**src/rtl/dram_dec_pkg.sv**
```systemverilog
// Shared types for the DRAM address decoder.
// Holds the capacity code encoding and the geometry lookup.
// The code order is not monotonic in capacity: code 2 is the largest bank.
package dram_dec_pkg;

    typedef enum logic [1:0] {
        SZ_1M  = 2'd0,
        SZ_4M  = 2'd1,
        SZ_16M = 2'd2,
        SZ_8M  = 2'd3
    } bank_size_e;

    typedef struct packed {
        logic [3:0] row_w;
        logic [3:0] col_w;
        logic [4:0] size_log2;
    } bank_geom_t;

    // Map a capacity code to its row width, column width and byte size (log2).
    function automatic bank_geom_t geom_of(input bank_size_e code);
        bank_geom_t g;
        case (code)
            SZ_1M:   g = '{row_w: 4'd9,  col_w: 4'd9,  size_log2: 5'd20};
            SZ_4M:   g = '{row_w: 4'd10, col_w: 4'd10, size_log2: 5'd22};
            SZ_8M:   g = '{row_w: 4'd11, col_w: 4'd10, size_log2: 5'd23};
            default: g = '{row_w: 4'd11, col_w: 4'd11, size_log2: 5'd24};
        endcase
        return g;
    endfunction

endpackage

```
**src/rtl/dram_geom_decode.sv**
```systemverilog
// Turns one bank's capacity code into bit masks.
// Outputs a row mask, a column mask and an offset mask.
// The offset mask has every bit below the bank size set.
// Assumes the widths stay within MAX_ROW_W / MAX_COL_W / OFS_W.
module dram_geom_decode
    import dram_dec_pkg::*;
#(
    parameter int MAX_ROW_W = 11,
    parameter int MAX_COL_W = 11,
    parameter int OFS_W     = 24
) (
    input  logic [1:0]           code,
    output logic [MAX_ROW_W-1:0] row_mask,
    output logic [MAX_COL_W-1:0] col_mask,
    output logic [OFS_W-1:0]     size_mask
);

    bank_geom_t geom;

    // Expand the looked-up widths into thermometer masks.
    always_comb begin
        geom = geom_of(bank_size_e'(code));
        for (int i = 0; i < MAX_ROW_W; i++) row_mask[i]  = (i < int'(geom.row_w));
        for (int i = 0; i < MAX_COL_W; i++) col_mask[i]  = (i < int'(geom.col_w));
        for (int i = 0; i < OFS_W; i++)     size_mask[i] = (i < int'(geom.size_log2));
    end

endmodule

```
**src/rtl/dram_bank_select.sv**
```systemverilog
// Chooses the addressed bank's masks and present bit.
// Inputs are the per-bank decoded masks and the bank number.
// Assumes the bank number is always below NUM_BANKS.
module dram_bank_select #(
    parameter int NUM_BANKS = 4,
    parameter int MAX_ROW_W = 11,
    parameter int MAX_COL_W = 11,
    parameter int OFS_W     = 24,
    parameter int BSEL_W    = 2
) (
    input  logic [BSEL_W-1:0]                   bank,
    input  logic [NUM_BANKS-1:0][MAX_ROW_W-1:0] row_masks,
    input  logic [NUM_BANKS-1:0][MAX_COL_W-1:0] col_masks,
    input  logic [NUM_BANKS-1:0][OFS_W-1:0]     size_masks,
    input  logic [NUM_BANKS-1:0]                present,
    output logic [MAX_ROW_W-1:0]                sel_row_mask,
    output logic [MAX_COL_W-1:0]                sel_col_mask,
    output logic [OFS_W-1:0]                    sel_size_mask,
    output logic                                sel_present
);

    // Plain index multiplexer over the bank-wide vectors.
    always_comb begin
        sel_row_mask  = row_masks[bank];
        sel_col_mask  = col_masks[bank];
        sel_size_mask = size_masks[bank];
        sel_present   = present[bank];
    end

endmodule

```
**src/rtl/dram_addr_split.sv**
```systemverilog
// Slices a byte address into bank, row and column fields.
// Also computes the in-range test against the selected bank's masks.
// Assumes ADDR_W > BANK_SHIFT + BSEL_W, so some address bits lie above the array.
module dram_addr_split #(
    parameter int ADDR_W     = 32,
    parameter int BANK_SHIFT = 24,
    parameter int BSEL_W     = 2,
    parameter int ROW_SHIFT  = 13,
    parameter int COL_SHIFT  = 2,
    parameter int MAX_ROW_W  = 11,
    parameter int MAX_COL_W  = 11
) (
    input  logic [ADDR_W-1:0]     addr,
    input  logic [MAX_ROW_W-1:0]  row_mask,
    input  logic [MAX_COL_W-1:0]  col_mask,
    input  logic [BANK_SHIFT-1:0] size_mask,
    input  logic                  present,
    output logic [BSEL_W-1:0]     bank,
    output logic [MAX_ROW_W-1:0]  row,
    output logic [MAX_COL_W-1:0]  col,
    output logic                  hit
);

    localparam int TOP_LO = BANK_SHIFT + BSEL_W;

    logic [ADDR_W-1:0]     row_sh;
    logic [ADDR_W-1:0]     col_sh;
    logic [BANK_SHIFT-1:0] offset;
    logic                  above_array;
    logic                  beyond_size;

    // Field extraction and range test.
    always_comb begin
        bank        = addr[BANK_SHIFT +: BSEL_W];
        row_sh      = addr >> ROW_SHIFT;
        col_sh      = addr >> COL_SHIFT;
        row         = row_sh[MAX_ROW_W-1:0] & row_mask;
        col         = col_sh[MAX_COL_W-1:0] & col_mask;
        offset      = addr[BANK_SHIFT-1:0];
        above_array = |addr[ADDR_W-1:TOP_LO];
        beyond_size = |(offset & ~size_mask);
        hit         = present & ~above_array & ~beyond_size;
    end

endmodule

```
**src/rtl/dram_addr_decoder.sv**
```systemverilog
// Top of the DRAM address decoder.
// It decodes every bank's capacity code in parallel.
// It picks the addressed bank's geometry and registers the split address.
// Latency is one cycle. Coordinates hold while idle; hit is qualified by valid.
module dram_addr_decoder
    import dram_dec_pkg::*;
#(
    parameter int ADDR_W     = 32,
    parameter int NUM_BANKS  = 4,
    parameter int BANK_SHIFT = 24,
    parameter int ROW_SHIFT  = 13,
    parameter int COL_SHIFT  = 2,
    parameter int MAX_ROW_W  = 11,
    parameter int MAX_COL_W  = 11,
    localparam int BSEL_W    = $clog2(NUM_BANKS),
    localparam int CFG_W     = 2 * NUM_BANKS
) (
    input  logic                  clk,
    input  logic                  rst_n,
    input  logic                  in_valid,
    input  logic [ADDR_W-1:0]     in_addr,
    input  logic [CFG_W-1:0]      cfg_sizes,
    input  logic [NUM_BANKS-1:0]  present_mask,
    output logic                  out_valid,
    output logic [BSEL_W-1:0]     out_bank,
    output logic [MAX_ROW_W-1:0]  out_row,
    output logic [MAX_COL_W-1:0]  out_col,
    output logic                  out_hit
);

    logic [NUM_BANKS-1:0][MAX_ROW_W-1:0]  row_masks;
    logic [NUM_BANKS-1:0][MAX_COL_W-1:0]  col_masks;
    logic [NUM_BANKS-1:0][BANK_SHIFT-1:0] size_masks;

    logic [MAX_ROW_W-1:0]  sel_row_mask;
    logic [MAX_COL_W-1:0]  sel_col_mask;
    logic [BANK_SHIFT-1:0] sel_size_mask;
    logic                  sel_present;

    logic [BSEL_W-1:0]     bank_c;
    logic [MAX_ROW_W-1:0]  row_c;
    logic [MAX_COL_W-1:0]  col_c;
    logic                  hit_c;

    // One geometry decoder per bank, all evaluated every cycle.
    for (genvar b = 0; b < NUM_BANKS; b++) begin : g_bank
        dram_geom_decode #(
            .MAX_ROW_W (MAX_ROW_W),
            .MAX_COL_W (MAX_COL_W),
            .OFS_W     (BANK_SHIFT)
        ) i_geom (
            .code      (cfg_sizes[2*b +: 2]),
            .row_mask  (row_masks[b]),
            .col_mask  (col_masks[b]),
            .size_mask (size_masks[b])
        );
    end

    dram_bank_select #(
        .NUM_BANKS (NUM_BANKS),
        .MAX_ROW_W (MAX_ROW_W),
        .MAX_COL_W (MAX_COL_W),
        .OFS_W     (BANK_SHIFT),
        .BSEL_W    (BSEL_W)
    ) i_sel (
        .bank          (in_addr[BANK_SHIFT +: BSEL_W]),
        .row_masks     (row_masks),
        .col_masks     (col_masks),
        .size_masks    (size_masks),
        .present       (present_mask),
        .sel_row_mask  (sel_row_mask),
        .sel_col_mask  (sel_col_mask),
        .sel_size_mask (sel_size_mask),
        .sel_present   (sel_present)
    );

    dram_addr_split #(
        .ADDR_W     (ADDR_W),
        .BANK_SHIFT (BANK_SHIFT),
        .BSEL_W     (BSEL_W),
        .ROW_SHIFT  (ROW_SHIFT),
        .COL_SHIFT  (COL_SHIFT),
        .MAX_ROW_W  (MAX_ROW_W),
        .MAX_COL_W  (MAX_COL_W)
    ) i_split (
        .addr      (in_addr),
        .row_mask  (sel_row_mask),
        .col_mask  (sel_col_mask),
        .size_mask (sel_size_mask),
        .present   (sel_present),
        .bank      (bank_c),
        .row       (row_c),
        .col       (col_c),
        .hit       (hit_c)
    );

    // Output stage: valid and hit every cycle, coordinates only on accept.
    always_ff @(posedge clk) begin
        if (!rst_n) begin
            out_valid <= 1'b0;
            out_hit   <= 1'b0;
            out_bank  <= '0;
            out_row   <= '0;
            out_col   <= '0;
        end else begin
            out_valid <= in_valid;
            out_hit   <= in_valid & hit_c;
            if (in_valid) begin
                out_bank <= bank_c;
                out_row  <= row_c;
                out_col  <= col_c;
            end
        end
    end

    // Result valid tracks the input valid one cycle later.
    p_latency_r6: assert property (@(posedge clk) disable iff (!rst_n)
        out_valid == $past(in_valid && rst_n));

    // Bank number comes straight from the fixed-stride address field.
    p_bank_field_r1: assert property (@(posedge clk) disable iff (!rst_n)
        out_valid |-> out_bank == $past(in_addr[BANK_SHIFT +: BSEL_W]));

    // Column and row never carry bits beyond the selected bank's geometry.
    p_col_width_r2: assert property (@(posedge clk) disable iff (!rst_n)
        out_valid |-> (out_col & ~$past(sel_col_mask)) == '0);
    p_row_width_r3: assert property (@(posedge clk) disable iff (!rst_n)
        out_valid |-> (out_row & ~$past(sel_row_mask)) == '0);

    // A hit needs a valid result and a populated bank.
    p_hit_valid_r5: assert property (@(posedge clk) disable iff (!rst_n)
        out_hit |-> out_valid);
    p_hit_present_r5: assert property (@(posedge clk) disable iff (!rst_n)
        out_hit |-> $past(present_mask[in_addr[BANK_SHIFT +: BSEL_W]]));

    // Idle cycles leave the coordinates alone.
    p_hold_r8: assert property (@(posedge clk) disable iff (!rst_n)
        !$past(in_valid) |-> ($stable(out_bank) && $stable(out_row) && $stable(out_col)));

endmodule

```
**config.mk**
```make
export PLATFORM = sky130hd
export DESIGN_NAME = dram_addr_decoder
export DESIGN_NICKNAME = d
export VERILOG_FILES = /design/src/rtl/dram_dec_pkg.sv /design/src/rtl/dram_geom_decode.sv /design/src/rtl/dram_bank_select.sv /design/src/rtl/dram_addr_split.sv /design/src/rtl/dram_addr_decoder.sv
export SDC_FILE = /design/constraint.sdc
export NUM_CORES = 1
export LEC_CHECK = 0
export BUFFER_PORTS_ARGS = -buffer_cell sky130_fd_sc_hd__buf_2
export CORE_MARGIN = 2
export CORE_UTILIZATION = 50
export DETAILED_ROUTE_END_ITERATION = 7
export HOLD_SLACK_MARGIN = 0.15
export PLACE_DENSITY_LB_ADDON = 0.12
export SYNTH_ARGS = -nofsm -noshare
export SYNTH_HDL_FRONTEND = slang
export SYNTH_HIERARCHICAL = 1
export SYNTH_SLANG_ARGS = --single-unit
```
**constraint.sdc**
```tcl
create_clock -name clk -period 2.24 [get_ports clk]
set_input_delay 0.224 -clock clk [delete_from_list [all_inputs] [get_ports clk]]
set_output_delay 0.224 -clock clk [all_outputs]
set_load 0.01 [all_outputs]
```
==> results of run 1 <==
==> routing by layer <==
layer  GRT usage  share of wire  vias up
li1            -              -     1069
met1       0.200           0.46     1026
met2       0.245           0.48       48
met3      0.0171          0.046        6
met4      0.0373          0.012        0
met5           0              0        -
==> power groups by stage <==
stage / clock (mW) / sequential [mW] / combinational (mW)
after floorplan: 0 / 0.516 / 0.561
after detailed placement: 0 / 0.506 / 0.446
after CTS: 0.338 / 0.495 / 0.446
after global placement: 0 / 0.506 / 0.442
final: 0.321 / 0.495 / 0.455
after global routing: 0.354 / 0.498 / 0.507
==> cell type report <==
class / instances / share of cell area
multi-input cells: 304 / 0.677
flip-flops and latches: 26 / 0.145
repair buffers: 77 / 0.114
well taps: 102 / 0.0355
clock buffers: 4 / 0.0153
inverters: 12 / 0.0125
==> synthesized netlist by cell type <==
library cell	n	area share
buf_4	175	0.33
mux4_2	47	0.27
nor2b_1	37	0.059
dfxtp_1	26	0.13
mux2i_1	24	0.061
and2_1	23	0.037
inv_1	12	0.011
clkbuf_1	7	0.0067
buf_12	5	0.026
buf_2	4	0.0051
conb_1	4	0.0038
o22ai_1	4	0.0064
or2_1	4	0.0064
nand2b_1	3	0.0048
buf_6	2	0.0057
nor4_2	2	0.0064
a2111oi_1	1	0.0026
a2111oi_2	1	0.0038
a2111oi_4	1	0.0070
and3_1	1	0.0016
nand4_1	1	0.0016
o2111ai_1	1	0.0022
or3_1	1	0.0016
or4b_4	1	0.0035
==> worst paths after layout <==
kind	slack, ps	endpoint	startpoint	cells past startpoint
worst min-delay path	320	out_col[4]	in_addr[6]	4
worst min register to register	510	out_row[0]	out_row[0]	2
worst max register to register	1620	out_col[8]	out_col[8]	2
worst max-delay path	550	out_hit	in_addr[24]	7
==> layout by cell type, fill, tap and decap left out <==
master,instances
nand4_1,1
or4b_4,1
o22ai_1,4
a2111oi_4,1
and3_1,1
o2111ai_1,1
or3_1,1
nor2b_1,37
mux2i_1,24
nor4_2,2
or2_1,4
nand2b_1,3
inv_1,12
buf_4,4
a2111oi_2,1
buf_12,1
clkbuf_8,4
mux4_2,47
buf_2,72
dfxtp_1,26
a2111oi_1,1
conb_1,152
and2_1,23
==> state kept, by name, indices dropped and copies added, names as in the netlist <==
signal	cells
out_bank	2
out_col	11
out_hit	1
out_row	11
out_valid	1
==> cells by family after synthesis <==
group                  synth area share
AND/OR/NAND/NOR                   0.121
multiplexers                      0.331
flip-flops                        0.133
other                           0.00382
AO/OA/AOI/OAI                    0.0220
buffers and inverters             0.389
==> through the flow <==
stage                util  cells  power (mW)  cell area [um^2]  hold slack, ps
global route        0.470    525        1.36              3590             340
detailed placement  0.462    521       0.952              3540             496
global placement    0.462    521       0.948              3540             491
CTS                 0.470    525        1.28              3590             321
floorplan               -    535        1.08              4480             352
finish              0.470    525        1.27              3590             321
==> critical path: stages <==
cell and delay [ps]:
buf_2 170, mux4_2 340, or4b_4 450, nor4_2 250, nand4_1 150, nor4_2 160, and3_1 180
==> impl_metrics.yaml, run 1 <==
cells_and_area:
  fill_cells: 785
  diodes: 0
  drive_above_1_share: 0.314
  nNetsFinal: 471
  multi_input_area_mm2: 0.00243
  synthToLayoutAreaGrowth_pct: -8.51
  ff_latch_area_um2: 520
drt:
  detail_route.wl_per_cell_um: 11.6
  vias: 2149
  vias_per_cell: 4.09
  remaining_drc_errors: 0
  ant_nets: 0
  routed_wl_um: 6070
  drt_iter0_drc: 61
  first_pass_iters: 4
cts:
  clock-root-buffer: "clkbuf_8"
  cts_buffer_depth: 2
  clkLatencyLatePin_ps: 270
  numCtsBuffers: 3
  htreeDepth: 1
  clock_sinks: 26
  tritoncts: "done"
  clkTransAtPathRegs_ps: 110
  postCtsHoldBufs: 0
  post_cts_buffers: 0
  cts_resized: 0
sta:
  fin_setup_tns_ps: 0
  finalCriticalPeriod_ps: 1690
  worstMarginPinSlew_ps: 800
  rsz0062_at_grt: "no"
  maxSlewHeadroom: 0.467
  setup_ws_ps: 546
  finalHoldViolations: 0
  fin_skew_ps: 0
  fmax_mhz: 590
  drv_slew: 0
  period_share: 0.756
  setup_viol: 0
power_and_ir_drop:
  combinationalPowerShare: 0.358
  p_int_mw: 0.898
  clockPowerShare: 0.253
  power.leakage_nw: 1.76
  p_sw_mw: 0.373
  ir_drop_mv: 0.151
  seqPwrFrac: 0.389
  sw_frac_of_total: 0.293
  power_density_mw_per_mm2: 354
worst_setup_path:
  crit_arrival_ps: 1920
  end_kind: "register"
  cp-start-kind: "input port"
  crit_fanout: 5
  worst-setup-path-type: "in2reg"
  required_ps: 2470
min_path:
  hold_path.class: "in2reg"
grt:
  grt_usage: 0.145
  grt_pass1_wl_um: 9480
  overflow: 0
  grt_pass1_vias: 1885
  grt_max_degree: 38
  antenna_found_initial: 0
placement:
  port_buffers: 72
  hpwlAfterDp_um: 4860
  gp_congestion: 0.733
  dp_slack_ps: 200
floorplanning:
  dieArea_mm2: 0.00857
  die_w_um: 92.6
  fp.coreArea_mm2: 0.00765
  ios: 73
  initial_core_util: 0.513
  num_rows: 32
  die_h_um: 92.6
synthesis:
  seq_area_frac_synth: 0.133
  synth_seq_cells: 26
  yosys_warnings: 6
  syn_area_per_cell_um2: 10.1
  synth_cell_types: 24
  syn_inst: 387
  syn_area_mm2: 0.00393
run_status:
  outcome: "completed"
flow_run:
  max_cap_viol_count: 0
Power figures use the tool's default switching activity.
==> run 2, diff against run 1 <==
- clock period: 2.24 -> 1.5 ns (I/O delays scaled with it)
==> run 2 against run 1 <==
  * Via count increased by 0.47%
  * Die area is the same
  * Wire length is 0.81% higher
  * Register-to-register slack got worse by 740 ps
  * Flip-flop and latch count unchanged
  * Power increased by 62%
  * Critical path depth unchanged
  * Clock skew is the same
  * Non-clock buffer count rose by 8
  * Cell count rose by 1.5%
  * Critical endpoint unchanged
==> impl_metrics.yaml, run 2 (synthesized netlist as in run 1, its figures left out) <==
cts:
  cts_buffer_depth: 2
  htreeDepth: 1
  tritoncts: "done"
  clock-root-buffer: "clkbuf_8"
  numCtsBuffers: 3
  postCtsHoldBufs: 0
  clkLatencyLatePin_ps: 280
  clkTransAtPathRegs_ps: 110
  clock_sinks: 26
sta:
  maxSlewHeadroom: 0.575
  setup_ws_ps: 65.7
  fin_setup_tns_ps: 0
  finalCriticalPeriod_ps: 1430
  setup_viol: 0
  finalHoldViolations: 0
  rsz0062_at_grt: "yes"
  period_share: 0.956
  fin_skew_ps: 0
  fmax_mhz: 697
  worstMarginPinSlew_ps: 638
  drv_slew: 0
worst_setup_path:
  end_kind: "register"
  crit_arrival_ps: 1670
  cp-start-kind: "input port"
  crit_slowest_cell: "or4b_4"
  slowest_delay_ps: 470
  required_ps: 1730
  worstPathCellList: "buf_2 -> mux4_2 -> or4b_4 -> nor4_4 -> nand4_1 -> nor4_2 -> and3_1"
  cp_top_family: "simple AND/OR/NAND/NOR gates"
  critPathBufInv: 1
  crit_fanout: 3
  worst-setup-path-type: "in2reg"
drt:
  drt_iter0_drc: 58
  detail_route.wl_per_cell_um: 11.5
  first_pass_iters: 4
  routed_wl_um: 6120
  ant_nets: 0
  vias: 2159
  vias_per_cell: 4.05
  remaining_drc_errors: 0
grt:
  grt_usage: 0.149
  grt_pass1_vias: 2100
  grt_max_degree: 36
  antenna_found_initial: 0
  grt_pass1_wl_um: 9840
  overflow: 0
cells_and_area:
  synthToLayoutAreaGrowth_pct: -5.64
  drive_above_1_share: 0.329
  fin_util: 0.484
  diodes: 0
  nNetsFinal: 479
  mostFrequentLayoutCells: "conb_1, buf_2, mux4_2"
  layout_commonest_cell: "conb_1"
  largest_registers: "out_col (11), out_row (11), out_bank (2)"
floorplanning:
  initial_core_util: 0.513
  fp.coreArea_mm2: 0.00765
  dieArea_mm2: 0.00857
  ios: 73
  num_rows: 32
  die_h_um: 92.6
  die_w_um: 92.6
placement:
  hpwlAfterDp_um: 4980
  dp_slack_ps: -256
  port_buffers: 72
  gp_congestion: 0.791
power_and_ir_drop:
  ir_drop_mv: 0.323
  power.total_mw: 2.06
  power.leakage_nw: 1.81
  power_density_mw_per_mm2: 557
min_path:
  hold_path.class: "in2reg"
flow_run:
  max_cap_viol_count: 0
run_status:
  outcome: "completed"
## run 2: worst paths after layout
path,cells past startpoint,to,start,slack [ps]
setup / recovery,7,out_hit,in_addr[24],70
hold / removal,4,out_row[8],in_addr[21],250
setup reg to reg,2,out_row[0],out_row[0],880
hold reg to reg,2,out_row[6],out_row[6],520
## run 2: repair_timing
action                     4_1_cts  5_1_grt
setup buffers                    0        0
resized for setup                0        1
setup endpoints to repair        0        1
## run 2: metrics by stage
stage          hold slack, ps  instances  area [um^2]
2_1_floorplan             278        535         4490
3_3_place_gp              490        529         3620
3_5_place_dp              496        529         3620
4_1_cts                   247        533         3690
5_1_grt                   277        533         3700
6_report                  255        533         3700
## run 2: worst register-to-register path: cells and delay by family (launching register included)
family / cells / cell delay, ps
simple gates: 1 / 60
flops: 1 / 340
mux: 1 / 120
## run 2: layout make-up
| class | instances | area [um^2] |
|---|---|---|
| Timing Repair Buffer | 85 | 495 |
| Tap cell | 102 | 128 |
| Clock buffer | 3 | 41.3 |
| Clock inverter | 1 | 30.0 |
| Inverter | 12 | 45.0 |
| Fill cell | 782 | 3940 |
| Sequential cell | 26 | 520 |
| Multi-Input combinational cell | 304 | 2440 |
## run 2: power by group
part	internal, mW	switching (mW)	leakage (nW)
registers	0.724	0.0159	0.213
logic	0.401	0.303	1.57
clock network	0.358	0.263	0.0357
## run 2: routing by layer
| metal | vias up | wire length (um) | track usage | part of all wire |
|---|---|---|---|---|
| met5 | - | 0 | 0 | 0 |
| met4 | 0 | 34 | 0.0162 | 0.0056 |
| met3 | 4 | 337 | 0.0293 | 0.055 |
| met2 | 54 | 3170 | 0.281 | 0.52 |
| li1 | 1086 | - | - | - |
| met1 | 1015 | 2570 | 0.181 | 0.42 |
